### config.mk
export PLATFORM = sky130hd
export DESIGN_NAME = ptp_snap_unit
export DESIGN_NICKNAME = d
export VERILOG_FILES = /design/src/rtl/ptp_snap_pkg.sv /design/src/rtl/ptp_msg_filter.sv /design/src/rtl/ptp_stamp_pending.sv /design/src/rtl/ptp_snap_hold.sv /design/src/rtl/ptp_snap_unit.sv
export SDC_FILE = /design/constraint.sdc
export NUM_CORES = 1
export LEC_CHECK = 0
export BUFFER_PORTS_ARGS = -buffer_cell sky130_fd_sc_hd__buf_2
export CAP_MARGIN = 20
export CORE_AREA = 4 4 132 134
export DETAILED_ROUTE_END_ITERATION = 6
export DIE_AREA = 0 0 136 138
export MAX_ROUTING_LAYER = met4
export PLACE_DENSITY_LB_ADDON = 0.15
export SYNTH_ARGS = -nofsm -noshare
export SYNTH_HDL_FRONTEND = slang
export SYNTH_SLANG_ARGS = --single-unit
export TNS_END_PERCENT = 1
### constraint.sdc
create_clock -name clk -period 3.6 [get_ports clk]
set_input_delay 0.72 -clock clk [delete_from_list [all_inputs] [get_ports clk]]
set_output_delay 0.72 -clock clk [all_outputs]
set_load 0.01 [all_outputs]
### src/rtl/ptp_snap_pkg.sv
package ptp_snap_pkg;

  localparam int CTRL_W    = 32;
  localparam int VER_BIT   = 31;
  localparam int MODE_LO   = 16;
  localparam int MODE_W    = 5;
  localparam int UMATCH_LO = 8;
  localparam int UMASK_LO  = 4;
  localparam int LOCK_BIT  = 0;
  localparam int UFIELD_W  = 4;

  localparam logic [MODE_W-1:0] MODE_SYNC  = 5'd0;
  localparam logic [MODE_W-1:0] MODE_DREQ  = 5'd1;
  localparam logic [MODE_W-1:0] MODE_EVENT = 5'd2;
  localparam logic [MODE_W-1:0] MODE_ALL   = 5'd3;
  localparam logic [MODE_W-1:0] MODE_USER  = 5'd8;

  typedef struct packed {
    logic                ver2;
    logic [MODE_W-1:0]   mode;
    logic [UFIELD_W-1:0] umatch;
    logic [UFIELD_W-1:0] umask;
    logic                lock_en;
  } snap_ctrl_t;

  function automatic snap_ctrl_t unpack_ctrl(input logic [CTRL_W-1:0] w);
    snap_ctrl_t c;
    c.ver2    = w[VER_BIT];
    c.mode    = w[MODE_LO +: MODE_W];
    c.umatch  = w[UMATCH_LO +: UFIELD_W];
    c.umask   = w[UMASK_LO +: UFIELD_W];
    c.lock_en = w[LOCK_BIT];
    return c;
  endfunction

  function automatic logic mode_reserved(input logic [MODE_W-1:0] m);
    return (m > MODE_ALL) && (m != MODE_USER);
  endfunction

endpackage

### src/rtl/ptp_msg_filter.sv
module ptp_msg_filter
  import ptp_snap_pkg::*;
#(
  parameter int TYW = 4
) (
  input  snap_ctrl_t     ctrl,
  input  logic [TYW-1:0] msg_type,
  output logic           qual
);
  localparam int NCODE = 1 << TYW;

  logic [NCODE-1:0] v1_evt, v1_all, v2_evt, v2_all;

  // Per-code class tables, built once per message code
  for (genvar c = 0; c < NCODE; c++) begin : g_cls
    assign v1_evt[c] = (c <= 1);
    assign v1_all[c] = (c <= 4);
    assign v2_evt[c] = (c <= 3);
    assign v2_all[c] = (c <= 3) || ((c >= 8) && (c <= 13));
  end

  logic [TYW-1:0] umatch_w, umask_w;
  assign umatch_w = TYW'(ctrl.umatch);
  assign umask_w  = TYW'(ctrl.umask);

  always_comb begin
    unique case (ctrl.mode)
      MODE_SYNC:  qual = (msg_type == TYW'(0));
      MODE_DREQ:  qual = (msg_type == TYW'(1));
      MODE_EVENT: qual = ctrl.ver2 ? v2_evt[msg_type] : v1_evt[msg_type];
      MODE_ALL:   qual = ctrl.ver2 ? v2_all[msg_type] : v1_all[msg_type];
      MODE_USER:  qual = ((msg_type ^ umatch_w) & umask_w) == '0;
      default:    qual = 1'b0;
    endcase
  end

endmodule

### src/rtl/ptp_stamp_pending.sv
module ptp_stamp_pending #(
  parameter int TW = 64
) (
  input  logic          clk,
  input  logic          rst,
  input  logic [TW-1:0] tnow_i,
  input  logic          sfd_i,
  input  logic          consume_i,
  output logic [TW-1:0] pend_stamp_o,
  output logic          pend_vld_o
);

  always_ff @(posedge clk) begin
    if (rst) begin
      pend_stamp_o <= '0;
      pend_vld_o   <= 1'b0;
    end else if (sfd_i) begin
      pend_stamp_o <= tnow_i;
      pend_vld_o   <= 1'b1;
    end else if (consume_i) begin
      pend_vld_o   <= 1'b0;
    end
  end

  p_sfd_sample_r2: assert property (@(posedge clk) disable iff (rst)
    sfd_i |=> pend_vld_o && (pend_stamp_o == $past(tnow_i)));

  p_consume_drops_r11: assert property (@(posedge clk) disable iff (rst)
    (consume_i && !sfd_i) |=> !pend_vld_o);

  p_hold_pending_r12: assert property (@(posedge clk) disable iff (rst)
    !sfd_i |=> $stable(pend_stamp_o));

endmodule

### src/rtl/ptp_snap_hold.sv
module ptp_snap_hold #(
  parameter int TW = 64
) (
  input  logic          clk,
  input  logic          rst,
  input  logic          commit_i,
  input  logic [TW-1:0] commit_stamp_i,
  input  logic          lock_en_i,
  input  logic          sw_clear_i,
  output logic [TW-1:0] snap_time_o,
  output logic          snap_valid_o
);
  logic locked;
  logic accept;

  assign accept = commit_i && (!locked || sw_clear_i);

  always_ff @(posedge clk) begin
    if (rst) begin
      snap_time_o  <= '0;
      snap_valid_o <= 1'b0;
      locked       <= 1'b0;
    end else if (accept) begin
      snap_time_o  <= commit_stamp_i;
      snap_valid_o <= 1'b1;
      locked       <= lock_en_i;
    end else if (sw_clear_i) begin
      snap_valid_o <= 1'b0;
      locked       <= 1'b0;
    end
  end

  p_lock_freeze_r5: assert property (@(posedge clk) disable iff (rst)
    (locked && !sw_clear_i) |=> $stable(snap_time_o) && snap_valid_o);

  p_clear_release_r6: assert property (@(posedge clk) disable iff (rst)
    (sw_clear_i && !commit_i) |=> !snap_valid_o && !locked);

  p_commit_shows_r3: assert property (@(posedge clk) disable iff (rst)
    (commit_i && !locked) |=> snap_valid_o && (snap_time_o == $past(commit_stamp_i)));

  p_clear_commit_r6: assert property (@(posedge clk) disable iff (rst)
    (commit_i && sw_clear_i) |=> snap_valid_o);

endmodule

### src/rtl/ptp_snap_unit.sv
module ptp_snap_unit
  import ptp_snap_pkg::*;
#(
  parameter int TW  = 64,
  parameter int TYW = 4
) (
  input  logic              clk,
  input  logic              rst,
  input  logic [TW-1:0]     tnow_i,
  input  logic              sfd_i,
  input  logic              cls_valid_i,
  input  logic [TYW-1:0]    cls_type_i,
  input  logic [CTRL_W-1:0] ctrl_i,
  input  logic              sw_clear_i,
  output logic [TW-1:0]     snap_time_o,
  output logic              snap_valid_o
);
  snap_ctrl_t    ctrl;
  logic [TW-1:0] pend_stamp;
  logic          pend_vld;
  logic          qual;
  logic          commit;
  logic          unused_ctrl_bits;

  assign ctrl             = unpack_ctrl(ctrl_i);
  assign unused_ctrl_bits = ^{ctrl_i[30:21], ctrl_i[15:12], ctrl_i[3:1]};

  ptp_stamp_pending #(.TW(TW)) u_pend (
    .clk          (clk),
    .rst          (rst),
    .tnow_i       (tnow_i),
    .sfd_i        (sfd_i),
    .consume_i    (cls_valid_i),
    .pend_stamp_o (pend_stamp),
    .pend_vld_o   (pend_vld)
  );

  ptp_msg_filter #(.TYW(TYW)) u_filt (
    .ctrl     (ctrl),
    .msg_type (cls_type_i),
    .qual     (qual)
  );

  assign commit = cls_valid_i && pend_vld && qual;

  ptp_snap_hold #(.TW(TW)) u_hold (
    .clk            (clk),
    .rst            (rst),
    .commit_i       (commit),
    .commit_stamp_i (pend_stamp),
    .lock_en_i      (ctrl.lock_en),
    .sw_clear_i     (sw_clear_i),
    .snap_time_o    (snap_time_o),
    .snap_valid_o   (snap_valid_o)
  );

  p_reserved_idle_r9: assert property (@(posedge clk) disable iff (rst)
    (cls_valid_i && !sw_clear_i && mode_reserved(ctrl.mode))
      |=> $stable(snap_time_o) && $stable(snap_valid_o));

  p_no_pending_idle_r11: assert property (@(posedge clk) disable iff (rst)
    (cls_valid_i && !pend_vld && !sw_clear_i)
      |=> $stable(snap_time_o) && $stable(snap_valid_o));

endmodule

==> results.txt, run 1 <==
Main flop type after synthesis = dfxtp_1
Final GP Congestion = 0.7458
Tcrit/Tclk final = 0.6985
Antenna violations before repair = 1
CP Data Arrival Time = 2850 ps
Max-slew violations = 0
Worst Hold Class = reg -> reg
Hold Path Sink = u_hold.snap_time_o[9]
#FFs+latches synth = 131
Crit path required time = 3940 ps
Max-cap violations = 0
Die width = 136 um
Most common cell in the netlist = dfxtp_1
Post-synth top cells = dfxtp_1, nand2b_1, mux2i_1
Final nets = 767
Starting density of the core = 0.3323
PD cells = 500.0 mW/mm^2
CP Max Fanout = 20
Status = complete, no violations
Yosys warning total = 0
First-pass GRT wire length = 19850 um
Hpwl dp = 8394 um
Mapped Nets = 626
Hold path start = u_hold.snap_time_o[9]
R2R depth = 5
Setup crit end kind = flip-flop
Async SR Flop Fraction = 0
Input/output buffers = 152
Total CTS buffers = 17
Via count = 3973
Post_cts resized = 0
Tmin final = 2514 ps
Largest net degree at the start of global routing = 102
Synth top area share = 0.4845
Post-Syn Instances = 521
Clock root buffer = clkbuf_16
Clock skew = 5.703 ps
Antenna-violating nets left = 0
Avg Inst Size Synth = 10.39 um^2
Number of global-route vias before repair = 3924
CTS tree = yes
Max Fclk = 397.7 MHz
WS Path Type = in -> reg
1st-pass router iterations = 7
I/O pin total = 170
R2R Path Start = u_pend.pend_vld_o
Area contributors post-synth = dfxtp_1, mux2i_1, nand2b_1, nor2_1, buf_12
CP startpoint kind = input port
Die area = 0.01877 mm^2
Setup TNS = 0 ps
Total GRT Usage = 0.1371
Total gr overflow = 0
Area leader, netlist = dfxtp_1
Seq/Total Area, Yosys = 0.4845
RR Endpoint = u_hold.snap_time_o[51]
Slew at the pin closest to its max-slew limit = 947.9 ps
Unique masters post-synth = 30
Postcts setup bufs = 0
Area delta synth->final = 27.85%
Drt total wl = 12220 um
Share of cells above drive strength 1 = 0.2815
Unrepaired setup endpoints after global routing = false
Filler instances = 1616
Core area = 0.01629 mm^2
Clock Latency Late Sink = 410 ps
Longest Clk Path Bufs = 2
Die Ht = 138 um
CTS sink cnt = 131
Slew margin rel. = 0.3657
Initial DRC count = 157
Mapped Area = 0.005413 mm^2
H-tree levels = 4
Drt wl/cell = 13.64 um
Total power = 3.460 mW
Hold Path Depth = 2
Leak Pwr = 2.971 nW
Post-CTS Hold Fix Bufs = 0
FP Rows = 47
Worst-path clk slew = 60 ps
EDFF count, synth = 0
VDD IR max = 0.2985 mV
Flop2flop setup slack = 1490 ps
DR vias/cell = 4.434
DRC Markers = 0
Final setup fails = 0
Final Hold Viols = 0
## where the power goes
part           switching, mW  internal [mW]  leakage (nW)  total [mW]
combinational          0.101          0.114          1.61       0.215
clock                  0.620           1.11         0.292        1.73
sequential            0.0210           1.49          1.07        1.52
total                  0.742           2.72          2.97        3.46
## registers in the layout (all words and copies together) (netlist names)
signal / cells
u_hold.locked: 1
u_pend.pend_stamp_o: 64
u_hold.snap_valid_o: 1
u_hold.snap_time_o: 64
u_pend.pend_vld_o: 1
## cell type report
type | count | area, um^2 | area share
clock buffers | 24 | 501.7 | 0.07250
multi-input cells | 352 | 2555 | 0.3692
repair buffers | 157 | 853.3 | 0.1233
clock inverters | 8 | 98.84 | 0.01428
diodes | 1 | 2.502 | 0.0003616
well taps | 220 | 275.3 | 0.03978
flip-flops and latches | 131 | 2623 | 0.3790
inverters | 3 | 11.26 | 0.001627
## routing by layer
metal  track usage  up-vias  wire length (um)
met3       0.04869       12               749
met4       0.04987        0               161
met2        0.2078      103              5643
li1              -     2004                 -
met5             -        -                 0
met1        0.1681     1854              5664
## metrics by stage
stage / worst slack (ps) / area, um^2 / utilization / hold slack (ps) / cells
floorplan: 1343 / 5413 / - / 448.5 / 521
global placement: 635.1 / 6317 / 0.3878 / 455.1 / 863
detailed placement: 626.1 / 6317 / 0.3878 / 461.0 / 863
CTS: 1060 / 6918 / 0.4247 / 473.5 / 895
global route: 988.6 / 6920 / 0.4248 / 484.7 / 896
finish: 1086 / 6920 / 0.4248 / 469.6 / 896
## critical path, cell delays in order
cell and delay [ps]:
buf_2 130, or4_1 520, a211oi_2 310, nand4_1 190
o21ai_4 410, buf_4 360, mux2i_1 210
## cell families (layout without fill, tap and decap cells)
logic type / after synthesis / count (layout) / share of synthesized area
DFF: 131 / 131 / 0.4845
other: 0 / 1 / 0
xor gates and xnor gates: 4 / 4 / 0.006472
muxes: 128 / 128 / 0.2367
buffers and inverters: 38 / 192 / 0.04484
AOI/OAI and AO/OA: 15 / 15 / 0.02150
and+or+nand+nor: 205 / 205 / 0.2060
## worst max-delay path by stage
stage / cells after the start / start / end / slack, ps
global placement: 7 / ctrl_i[17] / u_hold.snap_time_o[52] / 640
CTS: 7 / ctrl_i[17] / u_hold.snap_time_o[51] / 1060
floorplan: 7 / ctrl_i[20] / u_hold.snap_time_o[13] / 1340
finish: 7 / ctrl_i[17] / u_hold.snap_time_o[51] / 1090
global route: 7 / ctrl_i[17] / u_hold.snap_time_o[51] / 990
detailed placement: 7 / ctrl_i[17] / u_hold.snap_time_o[51] / 630
## cell usage in the layout, fill, tap and decap left out, types with 2 or more instances in the layout
cell type	synthesis	routed
a21oi_1	2	2
buf_12	5	4
buf_2	3	150
buf_4	1	3
bufinv_16	0	2
clkbuf_1	23	2
clkbuf_16	0	17
clkbuf_8	0	5
clkinv_2	0	3
clkinvlp_4	0	2
dfxtp_1	131	131
inv_1	3	3
mux2i_1	128	128
nand2b_1	130	130
nand3_1	3	3
nor2_1	66	66
nor2b_1	2	2
o21ai_0	3	3
xor2_1	4	4
Note: power is estimated with default switching activity, not from simulation.
==> inputs of run 2 (changes only) <==
ABC_AREA = 1   (was not set)
CORE_AREA = 4 4 135 137   (was 4 4 132 134)
DIE_AREA = 0 0 139 141   (was 0 0 136 138)
clock period = 2 ns   (was 3.6 ns; I/O delays follow)
==> run 2 against run 1 <==
  * Combinational power rose by 110%
  * Sequential cell count did not move
  * Non-clock buffer count rose by 9
  * Critical path type unchanged
  * Hold slack got worse by 270 ps
  * Critical endpoint is now u_hold.snap_time_o[32]
==> results.txt, run 2 <==
FP Rows = 48 (+2.1%)
Hpwl dp = 9568 um (+14%)
Tmin final = 1337 ps
DRC Markers = 0 (unchanged)
I/O pin total = 170 (unchanged)
Clock root buffer = clkbuf_16
CP Data Arrival Time = 1650 ps (-1200 ps)
Antenna violations before repair = 5 (+4)
Area leader, netlist = dfxtp_1
Antenna-violating nets left = 0 (unchanged)
DR vias/cell = 4.311 (-2.8%)
Crit path required time = 2310 ps (-1630 ps)
Yosys warning total = 0 (unchanged)
Via count = 5164 (+30%)
Mapped Nets = 931 (+49%)
CP startpoint kind = input port
Worst setup margin = 663.0 ps (-422.5 ps)
First-pass GRT wire length = 24320 um (+23%)
Unique masters post-synth = 17 (-43%)
Setup crit end kind = flip-flop
Clock skew = 6.925 ps (+1.222 ps)
Worst-path clk slew = 50 ps (about the same)
Postcts setup bufs = 0 (unchanged)
Status = complete, no violations
Longest Clk Path Bufs = 2 (unchanged)
Share of cells above drive strength 1 = 0.2169 (-0.06454)
Most frequent cells in the layout = inv_1, buf_2, nand2_1
Flop2flop setup slack = 790 ps (-700 ps)
Tcrit/Tclk final = 0.6685
Drt wl/cell = 12.39 um (-9.1%)
Worst Hold Class = in -> reg
#FFs+latches synth = 131 (unchanged)
CTS tree = yes
Area contributors post-synth = dfxtp_1, inv_1, nand2_1, nand4_1, a21oi_1
Input/output buffers = 152 (unchanged)
Clock Latency Late Sink = 420 ps (about the same)
Slew margin rel. = 0.6589 (+0.2932)
CP Max Fanout = 37 (+85%)
H-tree levels = 4 (unchanged)
Max Fclk = 748.0 MHz
Final GP Congestion = 0.7490 (+0.43%)
Busiest grt layer = met2
Largest net degree at the start of global routing = 130 (+27%)
Post_cts resized = 0 (unchanged)
R2R Path Start = u_pend.pend_vld_o
Post-Syn Instances = 826 (+59%)
Max-cap violations = 0 (unchanged)
Final Hold Viols = 0 (unchanged)
Met2 Usage GRT = 0.2327 (+0.02485)
PD cells = 872.1 mW/mm^2 (+74%)
Die width = 139 um (+2.2%)
EDFF count, synth = 0 (unchanged)
Avg Inst Size Synth = 6.866 um^2 (-34%)
CTS sink cnt = 131 (unchanged)
Crit path from = cls_type_i[1]
VDD IR max = 0.5976 mV (+100%)
Post-synth top cells = inv_1, nand2_1, dfxtp_1
Unrepaired setup endpoints after global routing = false
Final nets = 1060 (+38%)
Commonest non-fill, non-tap cell in the layout = inv_1
Setup TNS = 0 ps (unchanged)
Most common cell in the netlist = inv_1
Post-route core utilization = 0.4239 (-0.0009120)
Total gr overflow = 0 (unchanged)
Synth top area share = 0.4624 (-0.02213)
Largest regs = u_hold.snap_time_o (64), u_pend.pend_stamp_o (64)
RR Endpoint = u_hold.snap_time_o[29]
M3 GR Usage = 0.04613 (-0.002559)
Starting density of the core = 0.3325 (about the same)
Die Ht = 141 um (+2.2%)
Drt total wl = 14850 um (+22%)
Die area = 0.01960 mm^2 (+4.4%)
Leak Pwr = 3.564 nW (+20%)
Total GRT Usage = 0.1575 (+0.02039)
1st-pass router iterations = 5 (-2)
Number of global-route vias before repair = 4823 (+23%)
Setup WS pre-CTS = 236.0 ps (-390.1 ps)
Main flop type after synthesis = dfxtp_1
Area delta synth->final = 27.49%
Seq/Total Area, Yosys = 0.4624 (-0.02213)
Async SR Flop Fraction = 0 (unchanged)
Initial DRC count = 230 (+46%)
WS Path Type = in -> reg
R2R depth = 7 (+2)
Max-slew violations = 0 (unchanged)
Final setup fails = 0 (unchanged)
Mapped Area = 0.005672 mm^2 (+4.8%)
Critical path endpoint = u_hold.snap_time_o[32]
Post-CTS Hold Fix Bufs = 0 (unchanged)
Slew at the pin closest to its max-slew limit = 511.6 ps (-436.3 ps)
Routing usage on met1 = 0.2052 (+0.03706)
Core area = 0.01706 mm^2 (+4.7%)
Total CTS buffers = 17 (unchanged)
## run 2: cell types whose count changed in the layout (fill, tap and decap cells not counted), sizes merged, moves of 15 or more
cell    delta
mux2i    -128
o21ai     +64
nand2b   -130
a21oi     +66
inv      +196
nor2      +15
nand2    +148
nand4     +63
## run 2: critical path, stage by stage
cell and delay, ps:
buf_2 130, inv_1 50, nand2_1 50, nand2_1 40
nand2_1 50, nand2_1 50, a21oi_1 140, nand3_2 160
nand3_2 160, buf_12 230, nand2_1 70, inv_1 60
nor2_1 40
## run 2: cell type report
type,count,area [um^2]
multi-input combinational,438,2001
clock buffer,23,488.0
clock inverter,9,102.6
inverter,201,757.0
timing repair buffer,166,965.9
tap,225,281.5
fill,1880,9826
antenna,5,12.51
sequential,131,2623
## run 2: logic make-up after synthesis
group | synth area share
and+or+nand+nor | 0.2314
buffers and inverters | 0.1862
AOI/OAI and AO/OA | 0.1200
DFF | 0.4624
## run 2: stage by stage
stage	hold slack [ps]	cell area [um^2]	power, mW	instances
after floorplan	430.0	5672	3.065	826
after global routing	196.8	7231	6.581	1198
after detailed placement	445.4	6628	3.249	1161
after CTS	185.1	7218	6.397	1193
after global placement	442.4	6628	3.246	1161
final	202.7	7231	6.306	1198
## run 2: how the worst min path moves through the flow
| stage | start | to | slack (ps) | depth (start not counted) |
|---|---|---|---|---|
| final | rst | u_hold.snap_valid_o | 200 | 2 |
| after global routing | rst | u_pend.pend_vld_o | 200 | 2 |
| after CTS | rst | u_hold.snap_valid_o | 190 | 2 |
| after detailed placement | u_pend.pend_stamp_o[63] | u_pend.pend_stamp_o[63] | 450 | 2 |
| after global placement | u_pend.pend_stamp_o[38] | u_pend.pend_stamp_o[38] | 440 | 2 |
| after floorplan | u_pend.pend_stamp_o[63] | u_pend.pend_stamp_o[63] | 430 | 2 |
## run 2: routing by layer
layer  vias up  wire length [um]
met3        13               826
met1      2241              7377
met4         0               177
met5         -                 0
met2       120              6466
li1       2790                 -
## run 2: report_power, final
part / internal, mW / switching (mW)
Clock: 1.96 / 1.16
Combinational: 0.180 / 0.276
Sequential: 2.71 / 0.0241
